## src/rtl/dmareg_pkg.sv

```systemverilog
package dmareg_pkg;

  localparam int unsigned SLOT_CFG  = 2;
  localparam int unsigned SLOT_XCNT = 4;
  localparam int unsigned SLOT_STRT = 1;
  localparam int unsigned SLOT_STAT = 10;
  localparam int unsigned SLOT_PMAP = 11;

  localparam int unsigned STAT_DONE = 0;
  localparam int unsigned STAT_ERR  = 1;
  localparam int unsigned STAT_RUN  = 2;

  localparam int unsigned CFG_EN = 0;

  typedef enum logic [2:0] {
    K_RSVD, K_PTR, K_HALF, K_CFG, K_STAT, K_PMAP
  } kind_t;

  function automatic kind_t slot_kind(input int unsigned s);
    case (s)
      0, 1, 8, 9:             return K_PTR;
      4, 5, 6, 7, 12, 14:     return K_HALF;
      2:                      return K_CFG;
      10:                     return K_STAT;
      11:                     return K_PMAP;
      default:                return K_RSVD;
    endcase
  endfunction

  function automatic logic slot_signed(input int unsigned s);
    return (s == 5) || (s == 7);
  endfunction

endpackage

```

## src/rtl/dmareg_decode.sv

```systemverilog
module dmareg_decode
  import dmareg_pkg::*;
#(
  parameter int ADDR_W = 6,
  localparam int SLOT_W = ADDR_W - 2,
  localparam int NSLOT  = 1 << SLOT_W
) (
  input  logic [ADDR_W-1:0] addr,
  input  logic              wr,
  input  logic              rd,
  input  logic [2:0]        size,
  output logic [SLOT_W-1:0] slot,
  output logic [NSLOT-1:0]  sel,
  output logic              rd_ok,
  output logic              half,
  output logic              bad
);

  logic size_ok;
  logic mapped;
  logic wr_ok;

  always_comb begin
    slot    = addr[ADDR_W-1:2];
    size_ok = ((size == 3'd2) || (size == 3'd4)) && (addr[1:0] == 2'b00);
    half    = (size == 3'd2);
    mapped  = (slot_kind(32'(slot)) != K_RSVD);
    wr_ok   = wr && size_ok && mapped;
    rd_ok   = rd && !wr && size_ok;
    bad     = ((wr || rd) && !size_ok) || (wr && size_ok && !mapped);
  end

  for (genvar i = 0; i < NSLOT; i++) begin : g_sel
    assign sel[i] = wr_ok && (slot == SLOT_W'(i));
  end

endmodule

```

## src/rtl/dmareg_half.sv

```systemverilog
module dmareg_half #(
  parameter int          W   = 16,
  parameter logic [W-1:0] RST = '0
) (
  input  logic         clk,
  input  logic         rst_n,
  input  logic         we,
  input  logic [W-1:0] d,
  output logic [W-1:0] q
);

  logic [W-1:0] q_d;

  always_comb begin
    q_d = q;
    if (we) q_d = d;
  end

  always_ff @(posedge clk or negedge rst_n) begin
    if (!rst_n) q <= RST;
    else        q <= q_d;
  end

endmodule

```

## src/rtl/dmareg_status.sv

```systemverilog
module dmareg_status (
  input  logic       clk,
  input  logic       rst_n,
  input  logic       cfg_wr,
  input  logic       cfg_en,
  input  logic       stat_wr,
  input  logic [1:0] clr,
  input  logic       eng_done,
  input  logic       eng_err,
  output logic       run,
  output logic       done,
  output logic       err,
  output logic       start,
  output logic       stop
);

  logic run_d, done_d, err_d, start_d, stop_d;

  always_comb begin
    run_d = run;
    if (cfg_wr)        run_d = cfg_en;
    else if (eng_done) run_d = 1'b0;
    done_d  = eng_done | (done & ~(stat_wr & clr[0]));
    err_d   = eng_err  | (err  & ~(stat_wr & clr[1]));
    start_d = cfg_wr & cfg_en;
    stop_d  = cfg_wr & ~cfg_en;
  end

  always_ff @(posedge clk or negedge rst_n) begin
    if (!rst_n) begin
      run   <= 1'b0;
      done  <= 1'b0;
      err   <= 1'b0;
      start <= 1'b0;
      stop  <= 1'b0;
    end else begin
      run   <= run_d;
      done  <= done_d;
      err   <= err_d;
      start <= start_d;
      stop  <= stop_d;
    end
  end

  p_cfg_start_r10: assert property (@(posedge clk) disable iff (!rst_n)
    cfg_wr && cfg_en |=> run && start);
  p_cfg_stop_r11: assert property (@(posedge clk) disable iff (!rst_n)
    cfg_wr && !cfg_en |=> !run && stop);
  p_pulse_excl_r10: assert property (@(posedge clk) disable iff (!rst_n)
    !(start && stop));
  p_w1c_done_r8: assert property (@(posedge clk) disable iff (!rst_n)
    stat_wr && clr[0] && !eng_done |=> !done);
  p_run_keep_r8: assert property (@(posedge clk) disable iff (!rst_n)
    stat_wr && !cfg_wr && !eng_done |=> run == $past(run));
  p_eng_done_r12: assert property (@(posedge clk) disable iff (!rst_n)
    eng_done |=> done);

endmodule

```

## src/rtl/dmareg_chan.sv

```systemverilog
module dmareg_chan
  import dmareg_pkg::*;
#(
  parameter int          ADDR_W     = 6,
  parameter logic [15:0] PMAP_RESET = 16'h0040,
  parameter int          CTYPE_BIT  = 6
) (
  input  logic              clk,
  input  logic              rst_n,
  input  logic [ADDR_W-1:0] bus_addr,
  input  logic              bus_wr,
  input  logic              bus_rd,
  input  logic [2:0]        bus_size,
  input  logic [31:0]       bus_wdata,
  output logic [31:0]       bus_rdata,
  output logic              bus_err,
  input  logic              eng_done,
  input  logic              eng_err,
  output logic [15:0]       cfg_o,
  output logic              run_o,
  output logic              start_o,
  output logic              stop_o
);

  localparam int SLOT_W = ADDR_W - 2;
  localparam int NSLOT  = 1 << SLOT_W;

  // reset: asserted asynchronously, released on the clock
  logic [1:0] rs_q;
  logic       rst_ni;
  always_ff @(posedge clk or negedge rst_n) begin
    if (!rst_n) rs_q <= 2'b00;
    else        rs_q <= {rs_q[0], 1'b1};
  end
  assign rst_ni = rs_q[1];

  logic [SLOT_W-1:0] slot;
  logic [NSLOT-1:0]  sel;
  logic              rd_ok, half, bad;

  dmareg_decode #(.ADDR_W(ADDR_W)) u_dec (
    .addr (bus_addr),
    .wr   (bus_wr),
    .rd   (bus_rd),
    .size (bus_size),
    .slot (slot),
    .sel  (sel),
    .rd_ok(rd_ok),
    .half (half),
    .bad  (bad)
  );

  logic st_done, st_err;

  dmareg_status u_stat (
    .clk     (clk),
    .rst_n   (rst_ni),
    .cfg_wr  (sel[SLOT_CFG]),
    .cfg_en  (bus_wdata[CFG_EN]),
    .stat_wr (sel[SLOT_STAT]),
    .clr     ({bus_wdata[STAT_ERR], bus_wdata[STAT_DONE]}),
    .eng_done(eng_done),
    .eng_err (eng_err),
    .run     (run_o),
    .done    (st_done),
    .err     (st_err),
    .start   (start_o),
    .stop    (stop_o)
  );

  logic [31:0] stat_vec;
  always_comb begin
    stat_vec            = '0;
    stat_vec[STAT_DONE] = st_done;
    stat_vec[STAT_ERR]  = st_err;
    stat_vec[STAT_RUN]  = run_o;
  end

  logic [31:0] view [NSLOT];

  for (genvar i = 0; i < NSLOT; i++) begin : g_slot
    if (slot_kind(i) == K_PTR) begin : g_ptr
      logic [15:0] lo, hi;
      dmareg_half #(.W(16), .RST(16'h0)) u_lo (
        .clk(clk), .rst_n(rst_ni), .we(sel[i] && !run_o),
        .d(bus_wdata[15:0]), .q(lo));
      dmareg_half #(.W(16), .RST(16'h0)) u_hi (
        .clk(clk), .rst_n(rst_ni), .we(sel[i] && !run_o && !half),
        .d(bus_wdata[31:16]), .q(hi));
      assign view[i] = {hi, lo};
    end else if (slot_kind(i) == K_HALF) begin : g_hw
      logic [15:0] q;
      dmareg_half #(.W(16), .RST(16'h0)) u_w (
        .clk(clk), .rst_n(rst_ni), .we(sel[i] && !run_o),
        .d(bus_wdata[15:0]), .q(q));
      if (slot_signed(i)) begin : g_sx
        assign view[i] = {{16{q[15]}}, q};
      end else begin : g_zx
        assign view[i] = {16'h0, q};
      end
    end else if (slot_kind(i) == K_CFG) begin : g_cfg
      logic [15:0] q;
      dmareg_half #(.W(16), .RST(16'h0)) u_w (
        .clk(clk), .rst_n(rst_ni), .we(sel[i]),
        .d(bus_wdata[15:0]), .q(q));
      assign view[i] = {16'h0, q};
      assign cfg_o   = q;
    end else if (slot_kind(i) == K_STAT) begin : g_st
      assign view[i] = stat_vec;
    end else if (slot_kind(i) == K_PMAP) begin : g_pm
      logic [15:0] q;
      dmareg_half #(.W(16), .RST(PMAP_RESET)) u_w (
        .clk(clk), .rst_n(rst_ni), .we(sel[i] && !run_o),
        .d({bus_wdata[15:CTYPE_BIT+1], q[CTYPE_BIT], bus_wdata[CTYPE_BIT-1:0]}),
        .q(q));
      assign view[i] = {16'h0, q};
    end else begin : g_rsvd
      assign view[i] = '0;
    end
  end

  // registered response
  logic [31:0] rdata_d;
  always_comb begin
    rdata_d = '0;
    if (rd_ok) rdata_d = half ? {16'h0, view[slot][15:0]} : view[slot];
  end

  always_ff @(posedge clk or negedge rst_ni) begin
    if (!rst_ni) begin
      bus_rdata <= '0;
      bus_err   <= 1'b0;
    end else begin
      bus_rdata <= rdata_d;
      bus_err   <= bad;
    end
  end

  // checks
  logic [15:0] xcnt_w, strt_hi_w;
  logic        ctype_w;
  assign xcnt_w    = view[SLOT_XCNT][15:0];
  assign strt_hi_w = view[SLOT_STRT][31:16];
  assign ctype_w   = view[SLOT_PMAP][CTYPE_BIT];

  p_bad_size_r2: assert property (@(posedge clk) disable iff (!rst_ni)
    (bus_wr || bus_rd) && !(bus_size == 3'd2 || bus_size == 3'd4)
    |=> bus_err && (bus_rdata == 32'h0));
  p_rsvd_wr_r4: assert property (@(posedge clk) disable iff (!rst_ni)
    bus_wr && (bus_addr == ADDR_W'(12)) && (bus_size == 3'd4) |=> bus_err);
  p_protect_r6: assert property (@(posedge clk) disable iff (!rst_ni)
    run_o && bus_wr && (bus_addr == ADDR_W'(16)) |=> $stable(xcnt_w) && !bus_err);
  p_ptr_half_r7: assert property (@(posedge clk) disable iff (!rst_ni)
    bus_wr && (bus_size == 3'd2) && (bus_addr == ADDR_W'(4)) |=> $stable(strt_hi_w));
  p_ctype_r9: assert property (@(posedge clk) disable iff (!rst_ni)
    1'b1 |=> $stable(ctype_w));

endmodule

```

## config.mk

```make
export PLATFORM = sky130hd
export DESIGN_NAME = dmareg_chan
export DESIGN_NICKNAME = d
export VERILOG_FILES = /design/src/rtl/dmareg_pkg.sv /design/src/rtl/dmareg_decode.sv /design/src/rtl/dmareg_half.sv /design/src/rtl/dmareg_status.sv /design/src/rtl/dmareg_chan.sv
export SDC_FILE = /design/constraint.sdc
export NUM_CORES = 1
export LEC_CHECK = 0
export BUFFER_PORTS_ARGS = -buffer_cell sky130_fd_sc_hd__buf_4
export CAP_MARGIN = 10
export CORE_AREA = 2 2 208 210
export CTS_CLUSTER_SIZE = 14
export DETAILED_ROUTE_END_ITERATION = 7
export DIE_AREA = 0 0 210 212
export PLACE_DENSITY = 0.56
export RECOVER_POWER = 50
export SLEW_MARGIN = 30
export SYNTH_ARGS = -nofsm -noshare
export SYNTH_HDL_FRONTEND = slang
export SYNTH_SLANG_ARGS = --single-unit
export TNS_END_PERCENT = 50
```

## constraint.sdc

```tcl
create_clock -name clk -period 9.2 [get_ports clk]
set_input_delay 0.46 -clock clk [delete_from_list [all_inputs] [get_ports clk]]
set_output_delay 0.46 -clock clk [all_outputs]
set_load 0.1 [all_outputs]
```

Yosys cells after proc, flatten, opt, wreduce, memory -nomap -nowiden
Memories as Yosys holds them, arrays and structs flattened.
Cells that the tools add are included.
{ "classes": {"n_lt_le_gt_ge": 1, "n_eq_ne": 14, "bitwise_logic": 12, "muxes": 7, "n_reduce_logical": 47} }
{ "op_table": {"columns": ["cell", "n"], "rows": [
  ["32-bit binary-select mux with 4-bit select", 1],
  ["32-bit two-way mux", 4],
  ["1-bit logical AND", 35],
  ["4-bit == test (second input constant)", 6],
  ["4-bit by 3-bit == test with 1-bit output (second input constant)", 4],
  ["1-bit AND", 6],
  ["5-bit >= comparator (second input constant)", 1],
  ["1-bit zero test", 5],
  ["4-bit inverter with 5-bit output", 1],
  ["4-bit by 1-bit == test with 1-bit output (second input constant)", 1],
  ["4-bit by 2-bit == test with 1-bit output (second input constant)", 1],
  ["4-bit zero test", 1],
  ["3-bit by 2-bit == test with 1-bit output (second input constant)", 1],
  ["3-bit == test (second input constant)", 1],
  ["1-bit logical OR", 3],
  ["1-bit inverter", 3],
  ["3-bit nonzero test", 1],
  ["2-bit zero test", 1],
  ["1-bit two-way mux", 2],
  ["1-bit OR", 2],
  ["2-bit nonzero test", 1]
]} }
{ "totals": {"romBits": 48, "out_inout_bits": 52, "n_memories": 1, "inputBits": 47, "regBits": 295} }
{ "memory_table": {"columns": ["memory", "words", "word_bits", "rd", "rd_ports_with_merged_regs", "write_ports", "line", "text"], "rows": [
  ["(no name shown)", 16, 3, 1, 0, 0, "dmareg_pkg.sv:20", "case (s)"]
]} }

Longest topological paths before layout
Gate-level depths: netlist of run 1.
{ "depth": {"ltp_word": 10, "mapped_depth": 8, "mapped_depth_nobuf": 4} }

Hierarchy
Synthesis of run 1 repeated with hierarchy kept, for this count alone.
{ "unflattened": {"cells_unflattened": 1025, "area_unflattened_um2": 14427.6} }
{ "modules_own_cells": {"columns": ["mod", "instances", "area_per_inst_um2", "cells_each"], "rows": [
  ["dmareg_half (g_slot[0].g_ptr.u_hi ...)", 15, 649.4, 34],
  ["dmareg_chan", 1, 3603.5, 427],
  ["dmareg_half (g_slot[11].g_pm.u_w)", 1, 650.6, 34],
  ["dmareg_decode", 1, 256.5, 41],
  ["dmareg_status", 1, 176.4, 13]
]} }

Worst setup path after synthesis of run 1
Ideal clock, no wire load.
{ "synth_path": {"path_type": "register to register", "from": "register u_stat.run", "to": "register g_slot[9].g_ptr.u_hi.q[10]", "path_stages_with_launch": 8, "synth_period_minus_slack_ps": 2753, "t_arrival_ps": 2628, "setup_time_ps": 125, "n_path_buf": 3, "required_ps": 9075, "slack_ps": 6447, "cell_sequence": "dfrtp_1 -> clkbuf_1 -> or3b_2 -> nor4_4 -> and2b_1 -> buf_6 -> buf_12 -> mux2_4"} }
{ "synth_between": {"elab_chain_len": 3} }
{ "synth_rtl": {"columns": ["element", "line", "text"], "rows": [
  ["start: declaration", "dmareg_status.sv:10", "output logic run,"],
  ["start signal: assignment", "dmareg_status.sv:37", "run <= run_d;"],
  ["1-bit zero test", "dmareg_chan.sv:88", ".clk(clk), .rst_n(rst_ni), .we(sel[i] && !run_o && !half),"],
  ["1-bit logical AND (2 in series)", "dmareg_chan.sv:88", null],
  ["end signal: assignment", "dmareg_half.sv:21", "else q <= q_d;"],
  ["end: declaration", "dmareg_half.sv:9", "output logic [W-1:0] q"]
]} }
No other way between the ends.
A chain may end at the register's enable or synchronous reset.

==> flow_summary_export.csv, run 1 <==
group,metric,value,unit
run_status,status,"complete, but fails checks",
run_status,failed_checks,"max-capacitance violations, max-slew violations",
clocking,path_clk_slew,60,ps
critical_path,crit_buf_inv,1,
clocking,postCtsSetupBuffers,0,
synthesis,ys_ff_latch,295,
layout,n_fill_cell,4154,
synthesis,synthMuxAreaShare,31.1,%
synthesis,synth-simple-area-share,6.02,%
synthesis,synth_top_family_by_area,"multiplexers",
sta,finalSetupViolCount,0,
clocking,root_buffer,"clkbuf_16",
floorplan,dieArea,0.0445,mm²
pwr,p_leak,7.37,nW
sta,maxSlewHeadroom,-152,%
critical_path,max_stage_delay,2740,ps
sta,holdWs,136,ps
layout,area_growth,16.4,%
clocking,postCtsHoldBufs,1,
synthesis,syn_area,0.0134,mm²
synthesis,synth.net_count,1020,
pwr,p_per_area,196,mW/mm²
synthesis,yosysSeqAreaShare,55.1,%
global_routing,grt_pass1_vias,8747,
detailed_routing,antenna_left,0,
sta,fin_worst_skew,27.0,ps
pwr,ir_drop,0.000113,V
clocking,cts-resized-gates,0,
pwr,combPwrFrac,7.9,%
pwr,seqPwrFrac,45.3,%
synthesis,synthAdderAreaFrac,0,%
global_routing,gr-total-overflow,0,
floorplan,core-area,0.0425,mm²
min_path,hold_class,"primary input to flop",
layout,area.sequential,0.00738,mm²
sta,report.final.slew_viol_count,181,
detailed_routing,dr.first_iter.drc_count,434,
critical_path,timing.rr.end,"g_slot[5].g_hw.u_w.q[5]",
global_routing,grt_pass1_wl,52.4,mm
floorplan,dieWidth,210,µm
synthesis,synth.distinct_cells,52,
floorplan,pin_count,99,
pwr,p_sw_share,23.7,%
critical_path,path_cells,"clkbuf_1",
critical_path,cpMaxStageDelayCell,"clkbuf_1",
layout,nets,1100,
layout,final_common_cell,"dfrtp_1",
pwr,intPower,0.00234,W
layout,layout_common_cells,"dfrtp_1 (295), mux2_2 (252), mux2i_1 (79)",
detailed_routing,routedWlPerCell,20.6,µm
synthesis,synth.area.top_cells,"dfrtp_1 (55%), mux2_2 (21%), mux2i_1 (5.9%)",
critical_path,r2r_cells,1,
critical_path,crit_arrival,4710,ps
global_routing,grt_use_total,15.2,%
min_path,hold_depth,2,
critical_path,crit_path_end_kind,"async pin",
synthesis,synth-compound-area-share,4.69,%
flow_run,max-cap-violations,4,
layout,multi_input_area,0.00561,mm²
min_path,hold_end,"u_stat.err",
sta,fmax,0.202,GHz
floorplan,die_h,212,µm
detailed_routing,routed_wl,33.5,mm
clocking,cts_tree,"built",
synthesis,synth.avg_cell_area,13.8,µm²
clocking,cts_buffers,35,
synthesis,synth_xor_area_share,0.131,%
placed_design,portBuffers,98,
critical_path,critPathTopFamily,"buffers and inverters",
synthesis,ys_warn_count,0,
detailed_routing,drt_first_pass_iters,4,
pwr,clkPwrFrac,46.8,%
pwr,p_sw,0.000726,W
layout,diodes,0,
global_routing,grt_max_degree,84,
synthesis,synth_top_cell_by_area,"dfrtp_1",
sta,tightestPinTransition,3780,ps
synthesis,netlist.area_leader.share,55.1,%
sta,post-route-period-util,53.9,%
critical_path,rrSetupSlack,4240,ps
placed_design,place.gp.congestion,0.746,
critical_path,cp.required,8950,ps
floorplan,row_count,76,
synthesis,syn-instance-count,973,
floorplan,initial_core_util,31.5,%
critical_path,crit_cells,1,
critical_path,worstSetupPathType,"flop to async pin",
clocking,cts_sinks,295,
clocking,insertion_delay,530,ps
clocking,cts-htree-levels,2,
detailed_routing,drcViolationCount,0,
min_path,hp-start,"eng_err",
placed_design,dpl.hpwl,20.6,mm
detailed_routing,drt-vias-per-instance,5.05,
sta,finalHoldViolCount,0,
layout,final_layout_size_suffix_gt1_share,38.5,%
critical_path,cp_max_fo,72,
clocking,cts.path.max_buffers,3,
sta,fin_setup_tns,0,ps
sta,min_period,4960,ps
critical_path,start_kind,"flop",
sta,rsz0062_at_grt,"false",
global_routing,antenna_found_initial,0,
critical_path,r2r-start,"rs_q[1]",
detailed_routing,vias,8202,
-- cells by family (layout without fill, tap and decap cells) --
family / after synthesis / in the layout
compound gates: 100 / 100
other cells: 1 / 1
simple gates: 128 / 128
xor+xnor: 2 / 2
flops: 295 / 295
mux: 368 / 368
buf+inv: 79 / 184
-- state kept, by name, summed over array words and instances (netlist names) --
signal / cells
bus_err: 1
u_stat.run: 1
u_stat.start: 1
g_slot.g_ptr.u_lo.q: 64
g_slot.g_pm.u_w.q: 15
g_slot.g_cfg.u_w.q: 16
u_stat.err: 1
bus_rdata: 32
g_slot.g_hw.u_w.q: 96
rs_q: 2
u_stat.done: 1
g_slot.g_ptr.u_hi.q: 64
u_stat.stop: 1
-- power by group through the flow --
| stage | logic, W | registers (W) | clock network, W |
|---|---|---|---|
| 5_1_grt | 0.000262 | 0.00140 | 0.00153 |
| 4_1_cts | 0.000248 | 0.00139 | 0.00147 |
| 2_1_floorplan | 0.000129 | 0.00145 | 0 |
| 3_3_place_gp | 0.000239 | 0.00141 | 0 |
| 6_report | 0.000241 | 0.00139 | 0.00143 |
| 3_5_place_dp | 0.000247 | 0.00141 | 0 |
-- cells in the mapped netlist, drive strengths merged --
| cell type | n |
|---|---|
| nand2b | 5 |
| inv | 2 |
| o21ai | 20 |
| xnor2 | 1 |
| nor3 | 20 |
| or3b | 2 |
| nor3b | 1 |
| buf | 34 |
| o22ai | 11 |
| nor2 | 27 |
| xor2 | 1 |
| dfrtp | 295 |
| o22a | 3 |
| and2 | 4 |
| a221oi | 1 |
| o221ai | 1 |
| or2 | 3 |
| nand3 | 1 |
| and3 | 1 |
| nor4b | 2 |
| nand3b | 20 |
| nand4 | 4 |
| nand4b | 2 |
| or4b | 1 |
| clkbuf | 43 |
| nor2b | 2 |
| and2b | 3 |
| or3 | 1 |
| nor4 | 6 |
| o32ai | 1 |
| a21oi | 29 |
| mux2i | 79 |
| a22oi | 16 |
| a31oi | 5 |
| mux2 | 288 |
| nand2 | 23 |
| a2111oi | 11 |
| mux4 | 1 |
| a21o | 2 |
| conb | 1 |
-- worst max-delay path by stage --
stage / from / end / slack [ps]
after floorplan: rs_q[1] / bus_err / 370
after global placement: bus_addr[2] / g_slot[8].g_ptr.u_hi.q[9] / 5760
after detailed placement: bus_addr[2] / g_slot[8].g_ptr.u_hi.q[7] / 5750
after CTS: bus_addr[2] / g_slot[8].g_ptr.u_hi.q[0] / 6260
after global routing: rs_q[1] / g_slot[9].g_ptr.u_lo.q[2] / 3180
final: rs_q[1] / g_slot[5].g_hw.u_w.q[5] / 4240
-- through the flow --
step | setup slack (ps) | util (%) | instances | cell area [µm²] | power [W]
4_1_cts | 6260 | 37.2 | 1622 | 15800 | 0.00311
2_1_floorplan | 370 | - | 973 | 13400 | 0.00158
3_5_place_dp | 5750 | 34.4 | 1559 | 14600 | 0.00166
5_1_grt | 3180 | 36.7 | 1624 | 15600 | 0.00319
3_3_place_gp | 5760 | 34.3 | 1557 | 14600 | 0.00165
6_report | 4240 | 36.7 | 1624 | 15600 | 0.00306
-- layout make-up --
type                    instances  area share, %
clock buffers                  50           6.49
clock inverters                12           1.19
inverters                       2         0.0481
multi-input cells             599           36.0
flip-flops and latches        295           47.3
well taps                     546           4.38
repair buffers                120           4.65
-- metal layers --
layer | share of wire [%] | GRT usage (%) | up-vias
li1 | - | - | 3685
met1 | 48 | 21.5 | 4268
met2 | 46 | 24.1 | 198
met3 | 4.9 | 2.87 | 51
met4 | 1.9 | 4.06 | 0
met5 | 0 | 0 | -
Power figures use the tool's default switching activity.
==> inputs of run 2 (changes only) <==
--- a/config.mk
+++ b/config.mk
@@ -11,7 +11,7 @@
 export CTS_CLUSTER_SIZE = 14
 export DETAILED_ROUTE_END_ITERATION = 7
 export DIE_AREA = 0 0 210 212
-export PLACE_DENSITY = 0.56
+export PLACE_DENSITY = 0.54
 export RECOVER_POWER = 50
 export SLEW_MARGIN = 30
 export SYNTH_ARGS = -nofsm -noshare
==> constraint.sdc (replaced) <==
create_clock -name clk -period 5 [get_ports clk]
set_input_delay 0.25 -clock clk [delete_from_list [all_inputs] [get_ports clk]]
set_output_delay 0.25 -clock clk [all_outputs]
set_load 0.1 [all_outputs]
==> run 2 against run 1 <==
Against the previous run: the flow still finishes with violations (max-capacitance violations, max-slew violations); largest cell class unchanged; fmax increased by 64%; final area increased by 0.53%; largest power group is now sequential cells; register-to-register slack got worse by 2300 ps; via count rose by 0.35%; die area unchanged; clock-buffer cell count is 4 higher.
==> flow_summary_export.csv, run 2 (synthesized netlist as in run 1, its figures left out) <==
group,metric,value,unit
floorplan,initial_core_util,31.5,%
clocking,cts_sinks,295,
sta,tightestPinTransition,1640,ps
global_routing,antenna_found_initial,0,
clocking,cts_tree,"built",
layout,fin_util,36.9,%
layout,area_growth,17.0,%
pwr,ir_drop,0.000200,V
global_routing,gr-usage-met1,22.1,%
critical_path,crit_path_end_kind,"async pin",
flow_run,max-cap-violations,2,
detailed_routing,routed_wl,33.8,mm
layout,layout_common_cells,"dfrtp_1 (295), mux2_2 (251), mux2i_1 (79)",
critical_path,max_stage_delay,1440,ps
min_path,hold_depth,2,
critical_path,cpMaxStageDelayCell,"dfrtp_1",
floorplan,dieWidth,210,µm
detailed_routing,antenna_left,0,
layout,diodes,0,
critical_path,crit_buf_inv,1,
global_routing,gr-total-overflow,0,
global_routing,grt_util_met2,24.6,%
detailed_routing,drcViolationCount,0,
sta,fmax,0.331,GHz
layout,nets,1116,
placed_design,dpl.hpwl,20.3,mm
layout,reg_top3,"g_slot.g_hw.u_w.q (96), g_slot.g_ptr.u_hi.q (64), g_slot.g_ptr.u_lo.q (64)",
global_routing,grt_pass1_wl,53.4,mm
pwr,fin_total_pwr,0.00541,W
run_status,failed_checks,"max-capacitance violations, max-slew violations",
detailed_routing,drt-vias-per-instance,5.03,
layout,top_register,"g_slot.g_hw.u_w.q",
layout,final_common_cell,"dfrtp_1",
clocking,postCtsSetupBuffers,0,
floorplan,pin_count,99,
detailed_routing,routedWlPerCell,20.6,µm
clocking,insertion_delay,520,ps
clocking,cts.path.max_buffers,3,
sta,report.final.slew_viol_count,103,
layout,largest_reg_flops,96,
sta,holdWs,19.8,ps
critical_path,start_kind,"flop",
sta,finalSetupViolCount,0,
detailed_routing,vias,8231,
placed_design,portBuffers,98,
clocking,cts_buffers,35,
pwr,p_leak,7.40,nW
global_routing,grt.busiest_layer,"met2",
critical_path,cp_max_fo,62,
critical_path,critPathTopFamily,"flip-flops",
critical_path,setup.worst_path.start,"rs_q[1]",
placed_design,place.gp.congestion,0.733,
sta,finalHoldViolCount,0,
run_status,status,"complete, but fails checks",
critical_path,timing.rr.end,"bus_rdata[17]",
global_routing,grt_use_total,15.5,%
critical_path,crit_arrival,3360,ps
critical_path,critPathCapture,"bus_rdata[17]",
clocking,cts-htree-levels,2,
clocking,root_buffer,"clkbuf_16",
detailed_routing,dr.first_iter.drc_count,518,
floorplan,die_h,212,µm
sta,fin_worst_skew,12.9,ps
sta,post-route-period-util,60.4,%
critical_path,r2r-start,"rs_q[1]",
global_routing,grt_pass1_vias,8722,
global_routing,grt_max_degree,146,
critical_path,worstSetupPathType,"flop to async pin",
layout,final_layout_size_suffix_gt1_share,37.9,%
clocking,path_clk_slew,60,ps
sta,min_period,3020,ps
critical_path,crit_cells,1,
sta,maxSlewHeadroom,-9.63,%
critical_path,path_cells,"clkbuf_2",
min_path,hold_class,"primary input to flop",
critical_path,rrSetupSlack,1980,ps
critical_path,cp.required,5340,ps
floorplan,dieArea,0.0445,mm²
sta,rsz0062_at_grt,"false",
global_routing,use_met3,2.25,%
floorplan,core-area,0.0425,mm²
pwr,p_per_area,345,mW/mm²
critical_path,r2r_cells,1,
floorplan,row_count,76,
detailed_routing,drt_first_pass_iters,4,
sta,fin_setup_tns,0,ps
-- run 2: cell count changes in the layout (fill, tap and decap cells not counted), moves of 2 or more --
cell           change
clkinv_4           -2
dlygate4sd3_1     +18
buf_4              +3
bufinv_16          -4
clkbuf_8           -2
nor4_1             -3
clkinv_2           +2
nor4_4             +3
-- run 2: metal layers --
| metal | routed length, µm | up-vias |
|---|---|---|
| li1 | - | 3713 |
| met1 | 16100 | 4295 |
| met2 | 15400 | 176 |
| met3 | 1430 | 47 |
| met4 | 799 | 0 |
| met5 | 0 | - |
-- run 2: report_power, final --
group          internal (W)  switching, W
combinational      0.000186      0.000267
sequential          0.00250     0.0000591
clock               0.00141      0.000986
total               0.00410       0.00131
-- run 2: final cells by class --
class,count,area [µm²]
clock buffer,54,1030
clock inverter,6,33.8
fill,4131,26800
inverter,2,7.51
multi-input combinational,599,5660
sequential,295,7380
tap,546,683
timing repair buffer,136,896
-- run 2: repair_timing --
action	4_1_cts	5_1_grt
hold buffers	19	0
hold endpoints to repair	62	0
gates resized for setup	0	0
-- run 2: worst min path at each step --
stage                        to         start  slack [ps]
floorplan               rs_q[0]         rst_n         -50
global placement        rs_q[0]         rst_n          30
detailed placement      rs_q[0]         rst_n          30
CTS                 u_stat.stop  bus_wdata[0]           4
global route        u_stat.stop  bus_wdata[0]          20
finish              u_stat.stop  bus_wdata[0]          20
-- run 2: through the flow --
stage,instances,area [µm²],setup slack [ps]
floorplan,973,13400,170
finish,1638,15700,1980
global placement,1557,14600,1840
global route,1638,15700,1330
CTS,1637,15900,2230
detailed placement,1558,14600,1870
